**src/rtl/blkio_pkg.sv**
```systemverilog
package blkio_pkg;

  // Machine cycles of a repeating iteration and their lengths in T-states.
  localparam int NUM_MCYC  = 5;
  localparam int REPEAT_TS = 21;
  localparam int FINAL_TS  = 16;

  typedef enum logic {
    XFER_IN  = 1'b0,
    XFER_OUT = 1'b1
  } xfer_dir_e;

  // Length of machine cycle idx, counted from 0.
  function automatic logic [2:0] mcyc_len(input logic [2:0] idx);
    case (idx)
      3'd0:    mcyc_len = 3'd4;
      3'd1:    mcyc_len = 3'd5;
      3'd2:    mcyc_len = 3'd3;
      3'd3:    mcyc_len = 3'd4;
      default: mcyc_len = 3'd5;
    endcase
  endfunction

endpackage

```
**src/rtl/blkio_timer.sv**
```systemverilog
module blkio_timer
  import blkio_pkg::*;
#(
  parameter int TS_W = 5
) (
  input  logic            clk,
  input  logic            rst,
  input  logic            clear,
  input  logic            en,
  input  logic            iter_end,
  output logic [2:0]      m_idx,
  output logic [2:0]      t_idx,
  output logic            last_t,
  output logic [TS_W-1:0] tcnt
);

  localparam logic [2:0] M_LAST = 3'(NUM_MCYC - 1);

  assign last_t = (t_idx == (mcyc_len(m_idx) - 3'd1));

  always_ff @(posedge clk) begin
    if (rst || clear) begin
      m_idx <= '0;
      t_idx <= '0;
      tcnt  <= '0;
    end else if (en) begin
      if (iter_end) begin
        m_idx <= '0;
        t_idx <= '0;
        tcnt  <= '0;
      end else if (last_t) begin
        m_idx <= (m_idx == M_LAST) ? 3'd0 : m_idx + 3'd1;
        t_idx <= '0;
        tcnt  <= tcnt + TS_W'(1);
      end else begin
        t_idx <= t_idx + 3'd1;
        tcnt  <= tcnt + TS_W'(1);
      end
    end
  end

endmodule

```
**src/rtl/blkio_regs.sv**
```systemverilog
module blkio_regs #(
  parameter int CNT_W  = 8,
  parameter int ADDR_W = 16,
  parameter int PORT_W = 8
) (
  input  logic              clk,
  input  logic              rst,
  input  logic              load,
  input  logic              dec,
  input  logic              init_dir,
  input  logic [CNT_W-1:0]  init_count,
  input  logic [PORT_W-1:0] init_port,
  input  logic [ADDR_W-1:0] init_ptr,
  output logic              dir,
  output logic [CNT_W-1:0]  count,
  output logic [PORT_W-1:0] port,
  output logic [ADDR_W-1:0] ptr,
  output logic              cnt_last
);

  // True when the next lowering brings the count to zero.
  assign cnt_last = (count == CNT_W'(1));

  always_ff @(posedge clk) begin
    if (rst) begin
      dir   <= 1'b0;
      count <= '0;
      port  <= '0;
      ptr   <= '0;
    end else if (load) begin
      dir   <= init_dir;
      count <= init_count;
      port  <= init_port;
      ptr   <= init_ptr;
    end else if (dec) begin
      count <= count - CNT_W'(1);
      ptr   <= ptr - ADDR_W'(1);
    end
  end

endmodule

```
**src/rtl/blkio_bus.sv**
```systemverilog
module blkio_bus
  import blkio_pkg::*;
#(
  parameter int DATA_W = 8
) (
  input  logic              clk,
  input  logic              rst,
  input  logic              busy,
  input  logic              dir,
  input  logic [2:0]        m_idx,
  input  logic [2:0]        t_idx,
  input  logic [DATA_W-1:0] mem_rdata,
  input  logic [DATA_W-1:0] io_rdata,
  output logic              mem_rd,
  output logic              mem_wr,
  output logic              io_rd,
  output logic              io_wr,
  output logic              refresh,
  output logic [DATA_W-1:0] wdata
);

  logic first_acc, second_acc, refr_slot, to_port;

  assign to_port    = (dir == XFER_OUT);
  assign first_acc  = busy && (m_idx == 3'd2) && (t_idx == 3'd1);
  assign second_acc = busy && (m_idx == 3'd3) && (t_idx == 3'd1);
  assign refr_slot  = busy && (m_idx <= 3'd1) && (t_idx == 3'd1);

  always_ff @(posedge clk) begin
    if (rst) begin
      mem_rd  <= 1'b0;
      mem_wr  <= 1'b0;
      io_rd   <= 1'b0;
      io_wr   <= 1'b0;
      refresh <= 1'b0;
      wdata   <= '0;
    end else begin
      mem_rd  <= first_acc && to_port;
      io_rd   <= first_acc && !to_port;
      io_wr   <= second_acc && to_port;
      mem_wr  <= second_acc && !to_port;
      refresh <= refr_slot;
      if (mem_rd)
        wdata <= mem_rdata;
      else if (io_rd)
        wdata <= io_rdata;
    end
  end

endmodule

```
**src/rtl/blkio_seq.sv**
```systemverilog
module blkio_seq
  import blkio_pkg::*;
#(
  parameter int CNT_W  = 8,
  parameter int ADDR_W = 16,
  parameter int PORT_W = 8,
  parameter int DATA_W = 8
) (
  input  logic              clk,
  input  logic              rst,
  input  logic              start,
  input  logic              dir_out,
  input  logic [CNT_W-1:0]  init_count,
  input  logic [PORT_W-1:0] init_port,
  input  logic [ADDR_W-1:0] init_ptr,
  input  logic              irq_pending,
  output logic [ADDR_W-1:0] mem_addr,
  output logic              mem_rd,
  output logic              mem_wr,
  input  logic [DATA_W-1:0] mem_rdata,
  output logic [DATA_W-1:0] mem_wdata,
  output logic [PORT_W-1:0] io_addr,
  output logic              io_rd,
  output logic              io_wr,
  input  logic [DATA_W-1:0] io_rdata,
  output logic [DATA_W-1:0] io_wdata,
  output logic              refresh,
  output logic              busy,
  output logic              done,
  output logic              resume_req,
  output logic              flag_z,
  output logic              flag_n,
  output logic              iter_valid,
  output logic [4:0]        iter_tstates,
  output logic [2:0]        iter_mcycles,
  output logic [CNT_W-1:0]  count_q,
  output logic [ADDR_W-1:0] ptr_q
);

  localparam int TS_W = $clog2(REPEAT_TS + 1);

  logic            load, dec, cnt_last, dir_q;
  logic [2:0]      m_idx, t_idx;
  logic            last_t;
  logic [TS_W-1:0] tcnt;
  logic            end_m4, final_end, rep_end, iter_end;
  logic [DATA_W-1:0] wdata;

  assign load      = start && !busy;
  assign end_m4    = busy && (m_idx == 3'd3) && last_t;
  assign final_end = end_m4 && cnt_last;
  assign rep_end   = busy && (m_idx == 3'(NUM_MCYC - 1)) && last_t;
  assign iter_end  = final_end || rep_end;
  assign dec       = end_m4;

  blkio_timer #(.TS_W(TS_W)) u_timer (
    .clk      (clk),
    .rst      (rst),
    .clear    (load),
    .en       (busy),
    .iter_end (iter_end),
    .m_idx    (m_idx),
    .t_idx    (t_idx),
    .last_t   (last_t),
    .tcnt     (tcnt)
  );

  blkio_regs #(.CNT_W(CNT_W), .ADDR_W(ADDR_W), .PORT_W(PORT_W)) u_regs (
    .clk        (clk),
    .rst        (rst),
    .load       (load),
    .dec        (dec),
    .init_dir   (dir_out),
    .init_count (init_count),
    .init_port  (init_port),
    .init_ptr   (init_ptr),
    .dir        (dir_q),
    .count      (count_q),
    .port       (io_addr),
    .ptr        (ptr_q),
    .cnt_last   (cnt_last)
  );

  blkio_bus #(.DATA_W(DATA_W)) u_bus (
    .clk       (clk),
    .rst       (rst),
    .busy      (busy),
    .dir       (dir_q),
    .m_idx     (m_idx),
    .t_idx     (t_idx),
    .mem_rdata (mem_rdata),
    .io_rdata  (io_rdata),
    .mem_rd    (mem_rd),
    .mem_wr    (mem_wr),
    .io_rd     (io_rd),
    .io_wr     (io_wr),
    .refresh   (refresh),
    .wdata     (wdata)
  );

  assign mem_addr  = ptr_q;
  assign mem_wdata = wdata;
  assign io_wdata  = wdata;

  always_ff @(posedge clk) begin
    if (rst) begin
      busy         <= 1'b0;
      done         <= 1'b0;
      resume_req   <= 1'b0;
      flag_z       <= 1'b0;
      flag_n       <= 1'b0;
      iter_valid   <= 1'b0;
      iter_tstates <= '0;
      iter_mcycles <= '0;
    end else begin
      done       <= 1'b0;
      iter_valid <= 1'b0;
      if (load) begin
        busy       <= 1'b1;
        resume_req <= 1'b0;
      end
      if (end_m4) begin
        flag_z <= cnt_last;
        flag_n <= 1'b1;
      end
      if (iter_end) begin
        iter_valid   <= 1'b1;
        iter_tstates <= 5'(tcnt + TS_W'(1));
        iter_mcycles <= m_idx + 3'd1;
      end
      if (final_end) begin
        busy <= 1'b0;
        done <= 1'b1;
      end else if (rep_end && irq_pending) begin
        busy       <= 1'b0;
        done       <= 1'b1;
        resume_req <= 1'b1;
      end
    end
  end

endmodule

```
**config.mk**
```make
export PLATFORM = sky130hd
export DESIGN_NAME = blkio_seq
export DESIGN_NICKNAME = d
export VERILOG_FILES = /design/src/rtl/blkio_pkg.sv /design/src/rtl/blkio_timer.sv /design/src/rtl/blkio_regs.sv /design/src/rtl/blkio_bus.sv /design/src/rtl/blkio_seq.sv
export SDC_FILE = /design/constraint.sdc
export NUM_CORES = 1
export LEC_CHECK = 0
export BUFFER_PORTS_ARGS = -buffer_cell sky130_fd_sc_hd__buf_2
export CAP_MARGIN = 20
export CORE_MARGIN = 8
export CORE_UTILIZATION = 46
export DETAILED_ROUTE_END_ITERATION = 6
export HOLD_SLACK_MARGIN = 0.08
export PLACE_DENSITY_LB_ADDON = 0.3
export SLEW_MARGIN = 20
export SYNTH_ARGS = -nofsm -noshare
export SYNTH_HDL_FRONTEND = slang
export SYNTH_HIERARCHICAL = 1
export SYNTH_SLANG_ARGS = --single-unit
```
**constraint.sdc**
```tcl
create_clock -name clk -period 7.6 [get_ports clk]
set_clock_uncertainty 0.2 [all_clocks]
set_input_delay 0.38 -clock clk [delete_from_list [all_inputs] [get_ports clk]]
set_output_delay 0.38 -clock clk [all_outputs]
set_load 0.01 [all_outputs]
```
[Word-level counts from Yosys, hierarchy flattened]
Cells that the tools add are included.
Word-level totals
  output and inout bits: 83
  bits in read-only memories: 0
  memory bits (writable): 0
  memories kept: 0
  bits in latches: 0
  register bits: 71
Cells by class
  reductions and logical operators: 27
  muxes and demuxes: 19
  equality and inequality tests: 6
  multipliers: 0
  div/mod/pow operators: 0
  bitwise operators: 0
  order comparisons: 1
  add/sub/neg operators: 6
  shift operators: 0
Operator list (count)
  two-way mux 16 bit: 2
  two-way mux 8 bit: 4
  logical AND 1 bit: 16
  subtractor 16 x 1 -> 16 bit (second input constant): 1
  two-way mux 3 bit: 5
  equality test 8 x 1 -> 1 bit (second input constant): 1
  subtractor 8 x 1 -> 8 bit (second input constant): 1
  adder 3 x 1 -> 3 bit (second input constant): 2
  equality test 3 x 2 -> 1 bit (second input constant): 2
  two-way mux 1 bit: 6
  case mux 3 bit (2 select lines): 1
  nonzero test 2 bit: 3
  adder 5 x 1 -> 5 bit (second input constant): 1
  two-way mux 5 bit: 1
  equality test 3 x 1 -> 1 bit (second input constant): 1
  equality test 3 bit: 1
  equality test 3 bit (second input constant): 1
  <= comparator 3 x 1 -> 1 bit (second input constant): 1
  zero test 3 bit: 1
  OR reduction 3 bit: 1
  subtractor 3 x 1 -> 3 bit (second input constant): 1
  zero test 1 bit: 2
  logical OR 1 bit: 2
  AND reduction 2 bit: 1
  OR reduction 2 bit: 1

[Depth between registers and ports, before layout]
  depth after elaboration: 10
  mapped depth: 14
  mapped depth without buffers: 13

[By module]
The synthesis kept the hierarchy.
Modules (own cells, without submodules)
  blkio_regs: area an instance 1589.0 um2, instances 1, cells an instance 186, seq. area each 660.6 um2
  blkio_seq: area an instance 890.9 um2, instances 1, cells an instance 91, seq. area each 280.3 um2
  blkio_timer: area an instance 641.9 um2, instances 1, cells an instance 74, seq. area each 220.2 um2
  blkio_bus: area an instance 528.0 um2, instances 1, cells an instance 49, seq. area each 260.2 um2

[Least setup slack after synthesis]
No wires, ideal clock.
  path type: reg2reg
  from: register u_timer.m_idx[2]
  to: register u_regs.ptr[15]
  setup slack: 3.750 ns
  buffers on the path: 2
  data required time: 7.309 ns
  arrival time: 3.559 ns
  stages on the path, launching flop included: 14
  cell sequence: dfxtp_1 inv_1 ha_1 a21o_1 ha_1 xor2_1 nor3_2 and3_2 buf_4 or3b_1 clkbuf_1 or4_1 or3_1 a311oi_1
Between the ends
  word-level cells in the longest chain between the ends: 7
  elaborated cells between the ends (all ways): 10
  those cells by class: 1 x add/sub; 3 x eq/ne; 1 x mux; 5 x reduce/logical
Ends and longest elaborated chain
  start, declared: line blkio_timer.sv:11  | output logic [2:0] m_idx,
  start signal, assigned: line blkio_timer.sv:32  | m_idx <= (m_idx == M_LAST) ? 3'd0 : m_idx + 3'd1;
  equality test 3 x 2 -> 1 bit / zero test 3 bit (equally long branches): line blkio_pkg.sv:15  | case (idx)
  OR reduction 2 bit (no source line)
  case mux 3 bit (2 select lines) (*): line blkio_pkg.sv:15
  subtractor 3 x 1 -> 3 bit (*): line blkio_timer.sv:19  | assign last_t = (t_idx == (mcyc_len(m_idx) - 3'd1));
  equality test 3 bit (*): line blkio_timer.sv:19
  via last_t: line blkio_seq.sv:44  | logic last_t;
  logical AND 1 bit (*): line blkio_seq.sv:50  | assign end_m4 = busy && (m_idx == 3'd3) && last_t;
  via dec: line blkio_seq.sv:42  | logic load, dec, cnt_last, dir_q;
  nonzero test 2 bit (no source line) (*)
  end signal, assigned: line blkio_regs.sv:34  | ptr <= init_ptr;
  end signal, assigned: line blkio_regs.sv:37  | ptr <= ptr - ADDR_W'(1);
  end, declared: line blkio_regs.sv:17  | output logic [ADDR_W-1:0] ptr,
The timed path passes the listed nets; every way through them passes the cells marked *.
A chain may end at the register's enable or synchronous reset.

[Final worst setup path]
  from: register u_timer.m_idx[0]
  to: register u_regs.ptr[15]
Same word-level chain as after synthesis.

==> metrics.txt <==
status complete, no violations; routability congestion estimate 0.879; Final WS setup 3.39 ns; Synth top area share 0.389; Clk Latency, worst-skew pair about 0.35 ns; PD cells 174 nW/um^2; Final Hold Viols 0; critical path arrival approximately 4.3 ns; Switch Pwr 0.210 mW; layout cells sized above 1 0.328; RR Startpoint u_timer/m_idx[0]; initial antenna violation count 0; leakage power 1.94 nW; WL per Instance 15.2 um; I/O pin cnt 136; RSZ-0062 raised after global routing false; reg-to-reg setup timing slack about 3.4 ns; Detailed Routing Iterations Pass 1 4; drt drc 0; sequential area share after synthesis 0.389; Final min period 4.21 ns; Resize count post-CTS 0; fraction of registers with async set/reset 0; maximum clock frequency roughly 240 MHz; Worst-path clk slew ~0.080 ns; Routed WL between 9000 and 10000 um; dominant cell type by area after synthesis dfxtp_1; Initial Utilization 0.472; GRT Residual Overflow 0; I/O Buffers 135; Overall Global Routing Usage 0.170; number of synthesized register bits 71; Max H-tree Level 3; layout net count 589; post-synth net total 468; Worst Hold Launch init_ptr[6]; WP data required 7.65 ns; top routing layer in use met4; # clock sinks approximately 70; HP Class in -> reg; top_reg_cell synth dfxtp_1; cts bufs inserted 9; Synth Instances 400; sequential power share 0.507; DIE WIDTH ~110 um; DP Worst Slack about 3.4 ns; R2R depth 11; vias in the first global route 3175; 1st-iter DRT viols 157; first-pass GRT wire length between 15000 and 20000 um; worst setup path category reg -> reg; Worst-Margin Slew 0.995 ns; Met1 Wirelength around 4200 um; largest net degree at the start of global routing 59; end of the worst hold path u_regs/ptr[6]; final hold slack just under 0.1 ns; Non-Filler Instances between 600 and 700; EDFF count, synth 0; Core Rows 32; die area 11000 um^2; peak supply drop 0.102 mV; P&R area growth vs syn 24.5%; Final Cycle Share 0.555; antenna-violating nets left 0; Final Util 0.588; n_diodes 0; Net Sw Frac 0.265; Int Pwr 0.583 mW; Ys Warns 6; Slew Limit Headroom 0.332; Clock Tree Buf Depth 2; max-cap violations 0; setup_tns 0 ns; met2 WL 4410 um; Netlist cell types 55; Die Y around 110 um; Core Area 7730 um^2; Root Driver clkbuf_8; RR Endpoint u_regs/ptr[15]; CP Max Fanout 12; Post-CTS Setup Bufs 0; CTS tree done; Mapped Area 3650 um^2; Max Slew Vio Count 0; HPWL Detailed roughly 6800 um; crit path from u_timer/m_idx[0]; clock network power share 0.362; Avg Cell Area, Syn 9.12 um^2; crit path launch type flop; placed cells 595; Final setup violation count 0; Synth area leaders dfxtp_1, buf_4, ha_1; hold depth 3; Vias/cell 5.20; Comb power frac 0.131; vias post-DR roughly 3.3k; CP Capture Type flop; met3 wire len 774 um
[layer usage]
layer	vias to the layer above	track usage
li1	1644	-
met1	1503	0.197
met2	104	0.273
met3	12	0.0627
met4	0	0.0765
met5	-	0
[cell usage after synthesis, types with 2 or more instances]
master,count
ha_1,15
or4_1,6
a21oi_1,17
dfxtp_1,71
clkbuf_1,12
nand2_1,16
and2_1,2
nor3_1,13
buf_2,2
mux2i_1,18
or3_1,11
nor4_1,7
or2_1,2
inv_2,2
a211oi_1,20
a211oi_2,6
o21a_1,2
o21ai_1,3
nand4bb_1,2
inv_1,17
o31ai_1,3
nand3_1,7
buf_1,3
buf_4,26
nor2_1,40
o21ai_0,7
xnor2_1,12
a21oi_2,6
nand4_1,3
a21o_1,2
or3b_1,2
xor2_1,8
nor2b_1,8
a311oi_1,8
[cells in the final DEF, fill, tap and decap left out, types with 8 or more instances in the layout]
| cell | netlist | final |
|---|---|---|
| a211oi_1 | 20 | 20 |
| a21oi_1 | 17 | 17 |
| a311oi_1 | 8 | 8 |
| buf_2 | 2 | 135 |
| clkbuf_8 | 0 | 9 |
| dfxtp_1 | 71 | 71 |
| dlygate4sd3_1 | 0 | 17 |
| ha_1 | 15 | 15 |
| inv_1 | 17 | 16 |
| mux2i_1 | 18 | 18 |
| nand2_1 | 16 | 16 |
| nor2_1 | 40 | 40 |
| nor2b_1 | 8 | 8 |
| nor3_1 | 13 | 13 |
| or3_1 | 11 | 11 |
| xnor2_1 | 12 | 12 |
| xor2_1 | 8 | 8 |
[critical path: stages (launching register included)]
cell	delay (ns)
dfxtp_1	0.49
inv_1	0.14
ha_1	0.23
a21o_1	0.20
ha_1	0.33
xor2_1	0.18
nor3_2	0.34
and3_2	0.39
or3b_1	0.51
or4_1	0.55
or3_1	0.32
a311oi_1	0.25
[how the worst max path moves through the flow]
stage / end / slack [ns] / depth (start not counted)
2_1_floorplan: u_regs/ptr[15] / 3.75 / 13
3_3_place_gp: u_regs/ptr[15] / 3.60 / 11
3_5_place_dp: u_regs/ptr[15] / 3.43 / 11
4_1_cts: u_regs/ptr[15] / 3.41 / 11
5_1_grt: u_regs/ptr[15] / 3.18 / 11
6_report: u_regs/ptr[15] / 3.39 / 11
[layout make-up]
| class | count | area [um^2] |
|---|---|---|
| Inverter | 19 | 71.3 |
| Fill cell | 727 | 3180 |
| Clock inverter | 4 | 47.5 |
| Sequential cell | 71 | 1420 |
| Timing Repair Buffer | 154 | 861 |
| Tap cell | 102 | 128 |
| Multi-Input combinational cell | 266 | 1880 |
| Clock buffer | 11 | 131 |
[power by group through the flow]
stage               combinational (mW)  clock [mW]  sequential (mW)
floorplan                       0.0592           0            0.413
global placement                0.0959           0            0.410
detailed placement              0.0969           0            0.411
CTS                              0.104       0.295            0.402
global route                     0.114       0.312            0.404
finish                           0.103       0.287            0.402
[state kept, by name (all words and copies together) (netlist names), 3 cells and up]
register / flops
u_timer/t_idx: 3
u_timer/m_idx: 3
u_bus/wdata: 8
iter_mcycles: 3
u_regs/port: 8
iter_tstates: 5
u_timer/tcnt: 5
u_regs/ptr: 16
u_regs/count: 8
[through the flow]
stage	cell area, um^2	power, mW
CTS	4540	0.801
global placement	4200	0.506
finish	4540	0.793
global route	4540	0.831
floorplan	3650	0.472
detailed placement	4200	0.507
[repair_timing]
item / CTS / global route
hold endpoints to repair: 17 / 0
endpoints found under the setup margin: 0 / 0
hold buffers: 17 / 0
[kinds of logic after synthesis]
family / count (synthesis) / synth area share
and+or+nand+nor: 130 / 0.190
xor gates and xnor gates: 21 / 0.0525
AOI/OAI and AO/OA: 82 / 0.173
DFF: 71 / 0.389
buffers and inverters: 63 / 0.0943
muxes: 18 / 0.0494
adders and majority gates: 15 / 0.0514
Power figures use the tool's default switching activity.
